[config.mk]
export PLATFORM = sky130hd
export DESIGN_NAME = irq_window_gate
export DESIGN_NICKNAME = d
export VERILOG_FILES = /design/src/rtl/irq_window_gate.sv
export SDC_FILE = /design/constraint.sdc
export NUM_CORES = 1
export LEC_CHECK = 0
export ABC_AREA = 1
export CAP_MARGIN = 20
export CELL_PAD_IN_SITES_DETAIL_PLACEMENT = 1
export CELL_PAD_IN_SITES_GLOBAL_PLACEMENT = 1
export CORE_UTILIZATION = 21
export CTS_BUF_LIST = sky130_fd_sc_hd__clkbuf_8
export DETAILED_ROUTE_END_ITERATION = 16
export GPL_ROUTABILITY_DRIVEN = 0
export PLACE_DENSITY_LB_ADDON = 0.1
export SLEW_MARGIN = 0
export SYNTH_ARGS = -nofsm -noshare
export SYNTH_HDL_FRONTEND = slang
export SYNTH_SLANG_ARGS = --single-unit
[constraint.sdc]
create_clock -name clk -period 3.4 [get_ports clk]
set_clock_uncertainty 0.05 [all_clocks]
set_input_delay 0.51 -clock clk [delete_from_list [all_inputs] [get_ports clk]]
set_output_delay 0.51 -clock clk [all_outputs]
set_load 0.03 [all_outputs]
[src/rtl/irq_window_gate.sv]
module irq_window_gate #(
  parameter int AW = 64,
  parameter int PW = 20,
  parameter logic [11:0] WIN_BASE = 12'hFEE,
  parameter logic [7:0] RSN_LEGACY = 8'h0E,
  parameter logic [7:0] RSN_SCALABLE = 8'h90
) (
  input  logic          clk,
  input  logic          rst_n,
  input  logic          req_valid,
  input  logic [AW-1:0] req_addr,
  input  logic          req_write,
  input  logic [3:0]    req_size,
  input  logic          pasid_valid,
  input  logic [PW-1:0] pasid,
  input  logic          xlate_en,
  input  logic          pass_thru,
  input  logic          fpd,
  input  logic          scalable,
  input  logic [AW-1:0] xlat_addr,
  output logic [1:0]    route,
  output logic [AW-1:0] out_addr,
  output logic [AW-1:0] out_page_mask,
  output logic          resp_err,
  output logic          flt_valid,
  output logic [7:0]    flt_reason,
  output logic          flt_pasid_present,
  output logic [PW-1:0] flt_pasid,
  output logic          flt_write,
  output logic [AW-1:0] flt_addr
);
  localparam int WSH = 20;
  localparam int HW = AW - WSH;
  localparam logic [HW-1:0] WIN_TAG = HW'(WIN_BASE);
  localparam logic [AW-1:0] MASK_4K = ~AW'(12'hFFF);
  localparam logic [1:0] RT_PASS = 2'd0, RT_XLAT = 2'd1, RT_IRQ = 2'd2, RT_BLOCK = 2'd3;

  logic req_hit, xlat_hit, size_ok, fault_now;
  logic [7:0] reason;

  assign req_hit  = req_addr[AW-1:WSH] == WIN_TAG;
  assign xlat_hit = xlat_addr[AW-1:WSH] == WIN_TAG;
  assign size_ok  = (req_size != 4'd0) && (req_size <= 4'd8);

  always_comb begin
    route  = RT_PASS;
    reason = RSN_SCALABLE;
    if (xlate_en) begin
      if (req_hit && !pasid_valid)
        route = RT_IRQ;
      else if (pass_thru)
        route = (req_hit && pasid_valid) ? RT_BLOCK : RT_PASS;
      else if (xlat_hit) begin
        route  = RT_BLOCK;
        reason = scalable ? RSN_SCALABLE : RSN_LEGACY;
      end else
        route = RT_XLAT;
    end
  end

  assign out_addr      = (route == RT_XLAT) ? xlat_addr :
                         (route == RT_BLOCK) ? '0 : req_addr;
  assign out_page_mask = (xlate_en && route == RT_PASS) ? MASK_4K : '0;
  assign resp_err      = req_valid && (route == RT_BLOCK);
  assign fault_now     = resp_err && size_ok && !fpd;

  always_ff @(posedge clk) begin
    if (!rst_n) begin
      flt_valid         <= 1'b0;
      flt_reason        <= '0;
      flt_pasid_present <= 1'b0;
      flt_pasid         <= '0;
      flt_write         <= 1'b0;
      flt_addr          <= '0;
    end else begin
      flt_valid <= fault_now;
      if (fault_now) begin
        flt_reason        <= reason;
        flt_pasid_present <= pasid_valid;
        flt_pasid         <= pasid_valid ? pasid : '0;
        flt_write         <= req_write;
        flt_addr          <= req_addr;
      end
    end
  end
endmodule

==> impl_metrics.py, run 1 <==
metrics = {
    "synthesis": {
        "avgSynthCellArea_sq_um": 5.87,
        "yosys_warnings": 0,
        "ys_types": 24,
        "mappedNetlistArea_sq_mm": 0.00558,
        "synth_seq_cells": 89,
        "synth_seq_area_share_pct": 31.9,
        "synthCells": 950,
    },
    "grt": {
        "grt_overflow": 0,
        "grt_max_degree": 84,
        "grt_use_total_pct": 17.5,
        "grt_pass1_wl_microns": 36000,
        "first_global_vias": 6454,
        "antenna_found_initial": 1,
    },
    "floorplan": {
        "start_util_pct": 21.4,
        "floorplan.die.width_microns": 165,
        "die_y_microns": 165,
        "coreArea_sq_mm": 0.0261,
        "rows": 59,
        "ios": 387,
        "dieArea_sq_mm": 0.0272,
    },
    "detailed_routing": {
        "drt-pass1-iter-count": 4,
        "ant_nets": 0,
        "drt-initial-drc-count": 177,
        "drcViolationCount": 0,
        "post_drt_wl_per_cell_microns": 15.7,
        "vias": 6554,
        "avgViaCountPerCell": 4.07,
        "drt_wl_total_microns": 25300,
    },
    "placed_design": {
        "hpwl_microns": 19100,
        "portBuffers": 371,
        "place_area_sq_mm": 0.00905,
        "pre_cts_slack_ns": -0.0588,
    },
    "final_layout": {
        "nets": 1430,
        "fill_cells": 3338,
        "layout-drive-gt1-share_pct": 17.1,
        "fin_area_sq_mm": 0.00946,
        "area_growth_pct": 69.5,
        "fin_util_pct": 36.3,
    },
    "worst_setup_path": {
        "cp.arrival_ns": 2.66,
        "end_kind": "output port",
        "cpMostUsedCell": "nand2_1",
        "path_delay_family": "simple AND/OR/NAND/NOR gates",
        "cp.required_ns": 2.84,
        "worst-path-max-fanout": 20,
        "crit_buf_inv": 4,
        "crit_type": "primary input to output port",
        "crit_slowest_cell": "clkdlybuf4s50_1",
        "start_kind": "primary input",
        "crit_path_cell_trace": "clkdlybuf4s50_1, nor2_1, nand2_2, nor2_2, nand2_1, nor2_2, nand2_1, nand2_2, nand3_2, nand2_2, nor2_4, buf_4, clkbuf_16, nand2_1, nand2_1, buf_4",
        "cp_slowest_stage_delay_ns": 0.46,
    },
    "timing": {
        "setup-tns-final_ns": 0,
        "hold_viol": 0,
        "max_freq_mhz": 310,
        "maxSlewViolCount": 0,
        "timing.final.crit_share_pct": 94.8,
        "setup_ws_ns": 0.178,
        "setup_viol": 0,
        "slew_headroom_pct": 46.5,
        "worst_slew_pin_slew_ns": 0.801,
        "period_minus_slack_ns": 3.22,
    },
    "power": {
        "irDropWorstVdd_uv": 138,
        "power_density_mw_per_mm2": 293,
        "power.leakage_nw": 4.69,
    },
    "clock_network": {
        "path_clk_slew_ns": 0.10,
        "clk_latency_ns": 0.37,
        "clock_sinks": 89,
        "cts_buffers": 9,
        "clockBufferDepth": 2,
        "cts_max_level": 3,
        "cts_tree": "done",
        "cts_root_buffer": "clkbuf_8",
    },
    "run": {
        "drv_cap": 0,
    },
    "worst_hold_path": {
        "hold_class": "primary input to flop",
    },
    "outcome": {
        "status": "finished, final reports clean",
    },
}
[cell type report]
| class | count | area (sq um) | area share (%) |
|---|---|---|---|
| Inverter | 109 | 409 | 4.33 |
| Antenna cell | 1 | 2.50 | 0.0265 |
| Timing Repair Buffer | 409 | 3860 | 40.8 |
| Clock inverter | 7 | 93.8 | 0.992 |
| Multi-Input combinational cell | 651 | 2770 | 29.2 |
| Sequential cell | 89 | 1780 | 18.8 |
| Clock buffer | 9 | 124 | 1.31 |
| Tap cell | 335 | 419 | 4.43 |
[what timing repair did]
| item | 4_1_cts | 5_1_grt |
|---|---|---|
| setup endpoints to repair | 53 | 75 |
| buffers inserted | 0 | 5 |
| resized for setup | 1 | 18 |
| cloned | 1 | 3 |
| hold buffers | 0 | 0 |
| pin swaps | 1 | 10 |
[routing by layer]
layer | routed length (microns) | vias to the layer above | global-route usage (%)
li1 | - | 3374 | -
met1 | 10600 | 2955 | 20.4
met2 | 12300 | 204 | 30.4
met3 | 1990 | 21 | 5.32
met4 | 411 | 0 | 5.46
met5 | 0 | - | 0
[flip-flops by register name, indices dropped and copies added (netlist names)]
signal / count
flt_valid: 1
flt_write: 1
flt_addr: 64
flt_reason: 2
flt_pasid: 20
flt_pasid_present: 1
[worst register-to-register path: stages, from the launching register on]
cell     delay (ns)
dfxtp_1        0.36
inv_1          0.04
nand2_1        0.06
nand2_1        0.06
nor2_1         0.12
[final timing paths]
path | endpoint | slack (ns) | depth (start not counted) | start
max | out_addr[35] | 0.18 | 16 | req_addr[58]
min | flt_addr[22] | 0.40 | 3 | req_addr[22]
max reg2reg | flt_addr[45] | 2.66 | 4 | flt_addr[45]
min reg2reg | flt_pasid[13] | 0.42 | 2 | flt_pasid[13]
[cells in the mapped netlist]
cell | n | area share (%)
o31a_1 | 1 | 0.16
nand2_2 | 2 | 0.22
a21oi_1 | 22 | 2.0
buf_6 | 7 | 1.4
nor2_4 | 1 | 0.20
buf_1 | 3 | 0.20
nor4_1 | 2 | 0.22
nor3_1 | 5 | 0.45
buf_4 | 69 | 9.3
nand4_1 | 27 | 3.0
nand2_1 | 379 | 25
nand3_4 | 1 | 0.31
nand3b_1 | 1 | 0.13
dfxtp_1 | 89 | 32
nor2_1 | 152 | 10
inv_2 | 1 | 0.067
buf_2 | 17 | 1.5
nor2_2 | 24 | 2.7
clkbuf_1 | 20 | 1.3
o21ai_0 | 11 | 0.99
inv_1 | 108 | 7.3
nor3_2 | 2 | 0.36
conb_1 | 1 | 0.067
nand3_1 | 5 | 0.45
[through the flow]
stage | cells | power, mW | hold slack [ns]
3_3_place_gp | 1584 | 1.93 | 0.398
4_1_cts | 1601 | 2.81 | 0.421
6_report | 1610 | 2.77 | 0.398
3_5_place_dp | 1584 | 1.93 | 0.402
5_1_grt | 1609 | 2.91 | 0.436
2_1_floorplan | 964 | 1.51 | 0.536
[cells by family after synthesis]
family / synth area share (%)
AO/OA/AOI/OAI: 3.12
buffers and inverters: 21.1
flip-flops: 31.9
other: 0.0672
AND/OR/NAND/NOR: 43.8
[power by group]
part / total (mW) / switching [mW] / internal (mW)
clock network: 0.853 / 0.437 / 0.416
logic: 0.871 / 0.496 / 0.376
registers: 1.05 / 0.00196 / 1.05
total: 2.77 / 0.935 / 1.84
[cells in the final DEF (no fill, tap or decap), types with 2 or more instances in the layout]
master | netlist | routed
nand2_2 | 2 | 4
dfxtp_1 | 89 | 89
nor2_1 | 152 | 146
buf_12 | 0 | 8
nand4_1 | 27 | 27
clkdlybuf4s50_1 | 0 | 246
nor4_1 | 2 | 2
nand2_1 | 379 | 377
dlymetal6s2s_1 | 0 | 5
clkbuf_16 | 0 | 3
nor2_4 | 1 | 5
nor2_2 | 24 | 27
nand3_2 | 0 | 2
nor3_4 | 0 | 2
conb_1 | 1 | 15
buf_4 | 69 | 146
a21oi_1 | 22 | 22
bufinv_16 | 0 | 2
o21ai_0 | 11 | 11
nor3_2 | 2 | 2
nand3_4 | 1 | 2
clkbuf_8 | 0 | 9
inv_6 | 0 | 2
nor3_1 | 5 | 3
nand3_1 | 5 | 2
inv_1 | 108 | 109
Power figures use the tool's default switching activity.
==> run 2, diff against run 1 <==
Settings changed: PLACE_DENSITY from default to 0.87, PLACE_DENSITY_LB_ADDON 0.1 to default.
==> run 2 against run 1 <==
Against the previous run: fmax fell by 1.1%; register-to-register slack lost 0.08 ns; clock-buffer cell count unchanged; final cell count up 0.93%; sequential cell count stayed put; utilization is 0.79 points higher; sequential share of layout area down 0.40 points; critical path depth increased by 1; non-clock buffer count is 16 higher; wire length increased by 1.0%; final area rose by 2.2%; critical endpoint is now out_addr[56]; largest power group unchanged.
==> impl_metrics.py, run 2 (synthesized netlist as in run 1, its figures left out) <==
metrics = {
    "outcome": {
        "status": "finished, final reports clean",
    },
    "detailed_routing": {
        "drt-initial-drc-count": 207,
        "drcViolationCount": 0,
        "ant_nets": 0,
        "avgViaCountPerCell": 4.19,
        "vias": 6814,
        "post_drt_wl_per_cell_microns": 15.7,
        "drt-pass1-iter-count": 4,
        "drt_wl_total_microns": 25600,
    },
    "timing": {
        "timing.final.crit_share_pct": 95.8,
        "maxSlewViolCount": 0,
        "setup_viol": 0,
        "slew_headroom_pct": 52.0,
        "max_freq_mhz": 307,
        "period_minus_slack_ns": 3.26,
        "setup_ws_ns": 0.143,
        "worst_slew_pin_slew_ns": 0.720,
        "setup-tns-final_ns": 0,
        "hold_viol": 0,
    },
    "clock_network": {
        "clock_sinks": 89,
        "path_clk_slew_ns": 0.11,
        "cts_root_buffer": "clkbuf_8",
        "cts_tree": "done",
        "cts_max_level": 3,
        "clockBufferDepth": 2,
        "hold_buffers": 0,
        "cts_buffers": 9,
        "clk_latency_ns": 0.38,
    },
    "worst_hold_path": {
        "hold_class": "primary input to flop",
        "hold_depth": 3,
        "min_from": "req_addr[60]",
        "whs_endpoint": "flt_addr[60]",
    },
    "grt": {
        "first_global_vias": 6808,
        "grt_max_degree": 89,
        "grt_pass1_wl_microns": 36500,
        "grt_use_total_pct": 17.7,
        "antenna_found_initial": 0,
        "grt_busiest_layer": "met2",
        "use_met3_pct": 3.89,
        "grt_use_met1_pct": 20.0,
        "use_met2_pct": 32.7,
        "grt_overflow": 0,
    },
    "final_layout": {
        "layout_common_cells": "nand2_1, clkdlybuf4s50_1, buf_4",
        "fin_util_pct": 37.1,
        "fin_area_sq_mm": 0.00966,
        "antennaDiodeCount": 0,
        "layout-drive-gt1-share_pct": 18.8,
        "final_cells": 1625,
        "area_growth_pct": 73.1,
        "nets": 1446,
        "final_common_cell": "nand2_1",
        "top_regs": "flt_addr: 64 flops, flt_pasid: 20 flops, flt_reason: 2 flops",
        "largest-register": "flt_addr",
        "largest_reg_flops": 64,
    },
    "power": {
        "pwr-share-clk_pct": 27.8,
        "power_density_mw_per_mm2": 280,
        "power_frac_seq_pct": 38.7,
        "p_int_mw": 1.78,
        "comb_power_share_pct": 33.5,
        "power.leakage_nw": 4.86,
        "netSwitchingFraction_pct": 34.3,
        "irDropWorstVdd_uv": 136,
        "p_sw_uw": 928,
    },
    "floorplan": {
        "start_util_pct": 21.4,
        "coreArea_sq_mm": 0.0261,
        "floorplan.die.width_microns": 165,
        "ios": 387,
        "die_y_microns": 165,
        "rows": 59,
        "dieArea_sq_mm": 0.0272,
    },
    "worst_setup_path": {
        "worst-path-max-fanout": 6,
        "rr_worst_depth": 4,
        "rr_endpoint": "flt_reason[4]",
        "end_kind": "output port",
        "cp.required_ns": 2.84,
        "r2r_slack_ns": 2.58,
        "crit_type": "primary input to output port",
        "start_kind": "primary input",
        "r2r-start": "flt_reason[4]",
        "cp.arrival_ns": 2.70,
    },
    "placed_design": {
        "place_area_sq_mm": 0.00927,
        "pre_cts_slack_ns": -0.0834,
        "portBuffers": 371,
        "hpwl_microns": 20300,
        "place_inst": 1603,
    },
    "run": {
        "drv_cap": 0,
    },
}
## run 2: final cells by class
cell class                      instances  area, sq um
Clock inverter                          7         63.8
Fill cell                            3287        16400
Multi-Input combinational cell        651         2800
Tap cell                              335          419
Sequential cell                        89         1780
Timing Repair Buffer                  425         4070
Clock buffer                            9          124
Inverter                              109          409
## run 2: worst max-delay path, stage by stage
cell and delay, ns:
clkdlybuf4s50_1 0.42, inv_1 0.13, nand2_2 0.09, nor2_1 0.11
nand2_1 0.09, nor2_2 0.16, nand2_1 0.08, nand2_2 0.09
buf_6 0.12, nand3_2 0.07, nand2_2 0.11, nor2_4 0.05
buf_12 0.13, buf_4 0.14, nand2_1 0.05, o21ai_0 0.11
buf_4 0.19
## run 2: repair_timing
item                       4_1_cts  5_1_grt
setup endpoints to repair       80       91
pin swaps                        2       17
gates cloned                     1        1
resized for setup                7       42
setup buffers                    0        4
## run 2: power by group through the flow
stage	logic [mW]	clock network, mW	registers (mW)
floorplan	0.433	0	1.08
global placement	0.881	0	1.07
detailed placement	0.895	0	1.07
CTS	0.901	0.798	1.05
global route	0.969	0.840	1.05
finish	0.907	0.751	1.05
## run 2: metrics by stage
stage / hold slack [ns] / power, mW
3_5_place_dp: 0.408 / 1.97
6_report: 0.412 / 2.71
2_1_floorplan: 0.536 / 1.51
5_1_grt: 0.404 / 2.86
3_3_place_gp: 0.397 / 1.95
4_1_cts: 0.425 / 2.75
## run 2: per-layer routing
layer	routed length [microns]	vias to the layer above
met4	482	0
met2	13000	250
met1	10300	3134
li1	-	3405
met5	0	-
met3	1880	25
## run 2: worst max-delay path by stage
stage / from / endpoint / slack (ns) / cells after the start
3_3_place_gp: xlat_addr[21] / out_addr[25] / -0.04 / 16
4_1_cts: req_addr[61] / out_page_mask[18] / 0.008 / 11
3_5_place_dp: req_addr[61] / out_page_mask[43] / -0.08 / 11
2_1_floorplan: req_addr[31] / out_page_mask[13] / 0.35 / 10
5_1_grt: req_addr[40] / out_addr[37] / -0.007 / 17
6_report: req_addr[54] / out_addr[56] / 0.14 / 17
==> run 3, diff against run 2 <==
Settings changed: CORE_MARGIN from default to 3.
==> run 3 against run 2 <==
Against the previous run: final cell count decreased by 0.55%; non-clock buffer count decreased by 11; clock-buffer cell count unchanged; critical endpoint is now out_addr[61]; largest cell class unchanged; highest routed layer is now met5.
==> impl_metrics.py, run 3 (synthesized netlist as in run 1, its figures left out) <==
metrics = {
    "detailed_routing": {
        "ant_nets": 0,
        "drt_wl_total_microns": 26700,
        "drt-pass1-iter-count": 4,
        "avgViaCountPerCell": 4.17,
        "drt-initial-drc-count": 289,
        "vias": 6733,
        "drcViolationCount": 0,
        "post_drt_wl_per_cell_microns": 16.5,
    },
    "timing": {
        "maxSlewViolCount": 0,
        "hold_viol": 0,
        "max_freq_mhz": 307,
        "setup_viol": 0,
        "timing.final.crit_share_pct": 95.8,
        "slew_headroom_pct": 47.6,
        "setup_ws_ns": 0.144,
        "period_minus_slack_ns": 3.26,
        "setup-tns-final_ns": 0,
        "worst_slew_pin_slew_ns": 0.785,
    },
    "floorplan": {
        "dieArea_sq_mm": 0.0286,
        "coreArea_sq_mm": 0.0261,
        "floorplan.die.width_microns": 169,
        "start_util_pct": 21.4,
        "ios": 387,
        "die_y_microns": 169,
        "rows": 59,
    },
    "placed_design": {
        "hpwl_microns": 21200,
        "pre_cts_slack_ns": -0.0138,
        "portBuffers": 371,
    },
    "final_layout": {
        "fin_util_pct": 36.9,
        "largest_reg_flops": 64,
        "fill_cells": 3302,
        "largest-register": "flt_addr",
        "top_regs": "flt_addr: 64 flops, flt_pasid: 20 flops, flt_reason: 2 flops",
        "layout-drive-gt1-share_pct": 18.2,
        "final_common_cell": "nand2_1",
        "nets": 1434,
        "seqCellArea_sq_mm": 0.00178,
        "area_growth_pct": 72.3,
        "layout_common_cells": "nand2_1, clkdlybuf4s50_1, buf_4",
        "multi_input_comb_area_sq_mm": 0.00278,
    },
    "worst_setup_path": {
        "crit_type": "primary input to output port",
        "start_kind": "primary input",
        "cp.required_ns": 2.84,
        "cp.arrival_ns": 2.70,
        "end_kind": "output port",
        "worst-path-max-fanout": 12,
    },
    "clock_network": {
        "clock_sinks": 89,
        "clk_latency_ns": 0.37,
        "cts_root_buffer": "clkbuf_8",
        "clockBufferDepth": 2,
        "cts_tree": "done",
        "path_clk_slew_ns": 0.10,
        "cts_buffers": 9,
        "cts_max_level": 3,
    },
    "grt": {
        "antenna_found_initial": 3,
        "grt_use_total_pct": 17.4,
        "first_global_vias": 6898,
        "grt_overflow": 0,
        "grt_pass1_wl_microns": 38800,
        "grt_max_degree": 82,
    },
    "power": {
        "irDropWorstVdd_uv": 122,
        "power.leakage_nw": 4.85,
        "power_density_mw_per_mm2": 285,
    },
    "worst_hold_path": {
        "hold_class": "primary input to flop",
    },
    "outcome": {
        "status": "finished, final reports clean",
    },
    "run": {
        "drv_cap": 0,
    },
}
## run 3: cell count changes in the layout (fill, tap and decap cells not counted), moves of 2 or more
cell and delta:
inv_1 -2, dlymetal6s2s_1 +4, clkdlybuf4s50_1 -4, o21ai_1 -4, diode_2 +3, inv_6 +2, buf_4 -12, nor2_4 -3
clkinv_4 +2, o21ai_0 +4
## run 3: area by class of cell
class	instances	area share, %
antenna	3	0.0781
clock buffer	9	1.29
clock inverter	7	0.820
inverter	109	4.26
multi-input combinational	650	29.0
sequential	89	18.5
tap	335	4.36
timing repair buffer	414	41.7
## run 3: timing repair
action | CTS | global route
pin swaps | 1 | 21
gates resized for setup | 2 | 46
setup endpoints to repair | 6 | 65
hold buffers | 0 | 0
gates cloned | 0 | 1
setup buffers | 2 | 3
## run 3: final timing paths
| path | startpoint | end | slack (ns) | depth (start not counted) |
|---|---|---|---|---|
| hold / removal | req_addr[30] | flt_addr[30] | 0.40 | 3 |
| setup reg to reg | flt_reason[4] | flt_reason[4] | 2.51 | 4 |
| hold reg to reg | flt_pasid_present | flt_pasid_present | 0.42 | 2 |
| setup / recovery | xlat_addr[55] | out_addr[61] | 0.14 | 16 |
## run 3: power breakdown
| group | leakage, nW | internal [mW] | total [mW] | switching [mW] |
|---|---|---|---|---|
| sequential | 0.717 | 1.05 | 1.05 | 0.00217 |
| clock | 0.104 | 0.348 | 0.793 | 0.445 |
| combinational | 4.03 | 0.392 | 0.903 | 0.512 |
## run 3: layer usage
layer  vias up  global-route usage (%)  wire length, microns
met5         -                       0                    13
met3        24                    4.16                  1730
li1       3382                       -                     -
met2       232                    31.2                 13300
met1      3093                    20.4                 11100
met4         2                    5.33                   515
## run 3: stage by stage
stage,std cells,area (sq um),power [mW],hold WS [ns]
finish,1616,9610,2.74,0.401
global route,1615,9610,2.88,0.395
CTS,1609,9410,2.78,0.424
detailed placement,1591,9190,1.96,0.408
global placement,1591,9190,1.95,0.398
floorplan,964,5640,1.51,0.536
## run 3: critical path, cell delays in order
cell and delay [ns]:
clkdlybuf4s50_1 0.47, nor2_1 0.13, nand2_1 0.06, nor2_1 0.20, nand2_1 0.13, nor2_1 0.12, nand2_1 0.08, nand2_1 0.08
nand3_2 0.09, nand2_2 0.12, nor2_4 0.05, buf_12 0.14, buf_12 0.14, nand2_1 0.08, nand2_1 0.11, buf_12 0.16
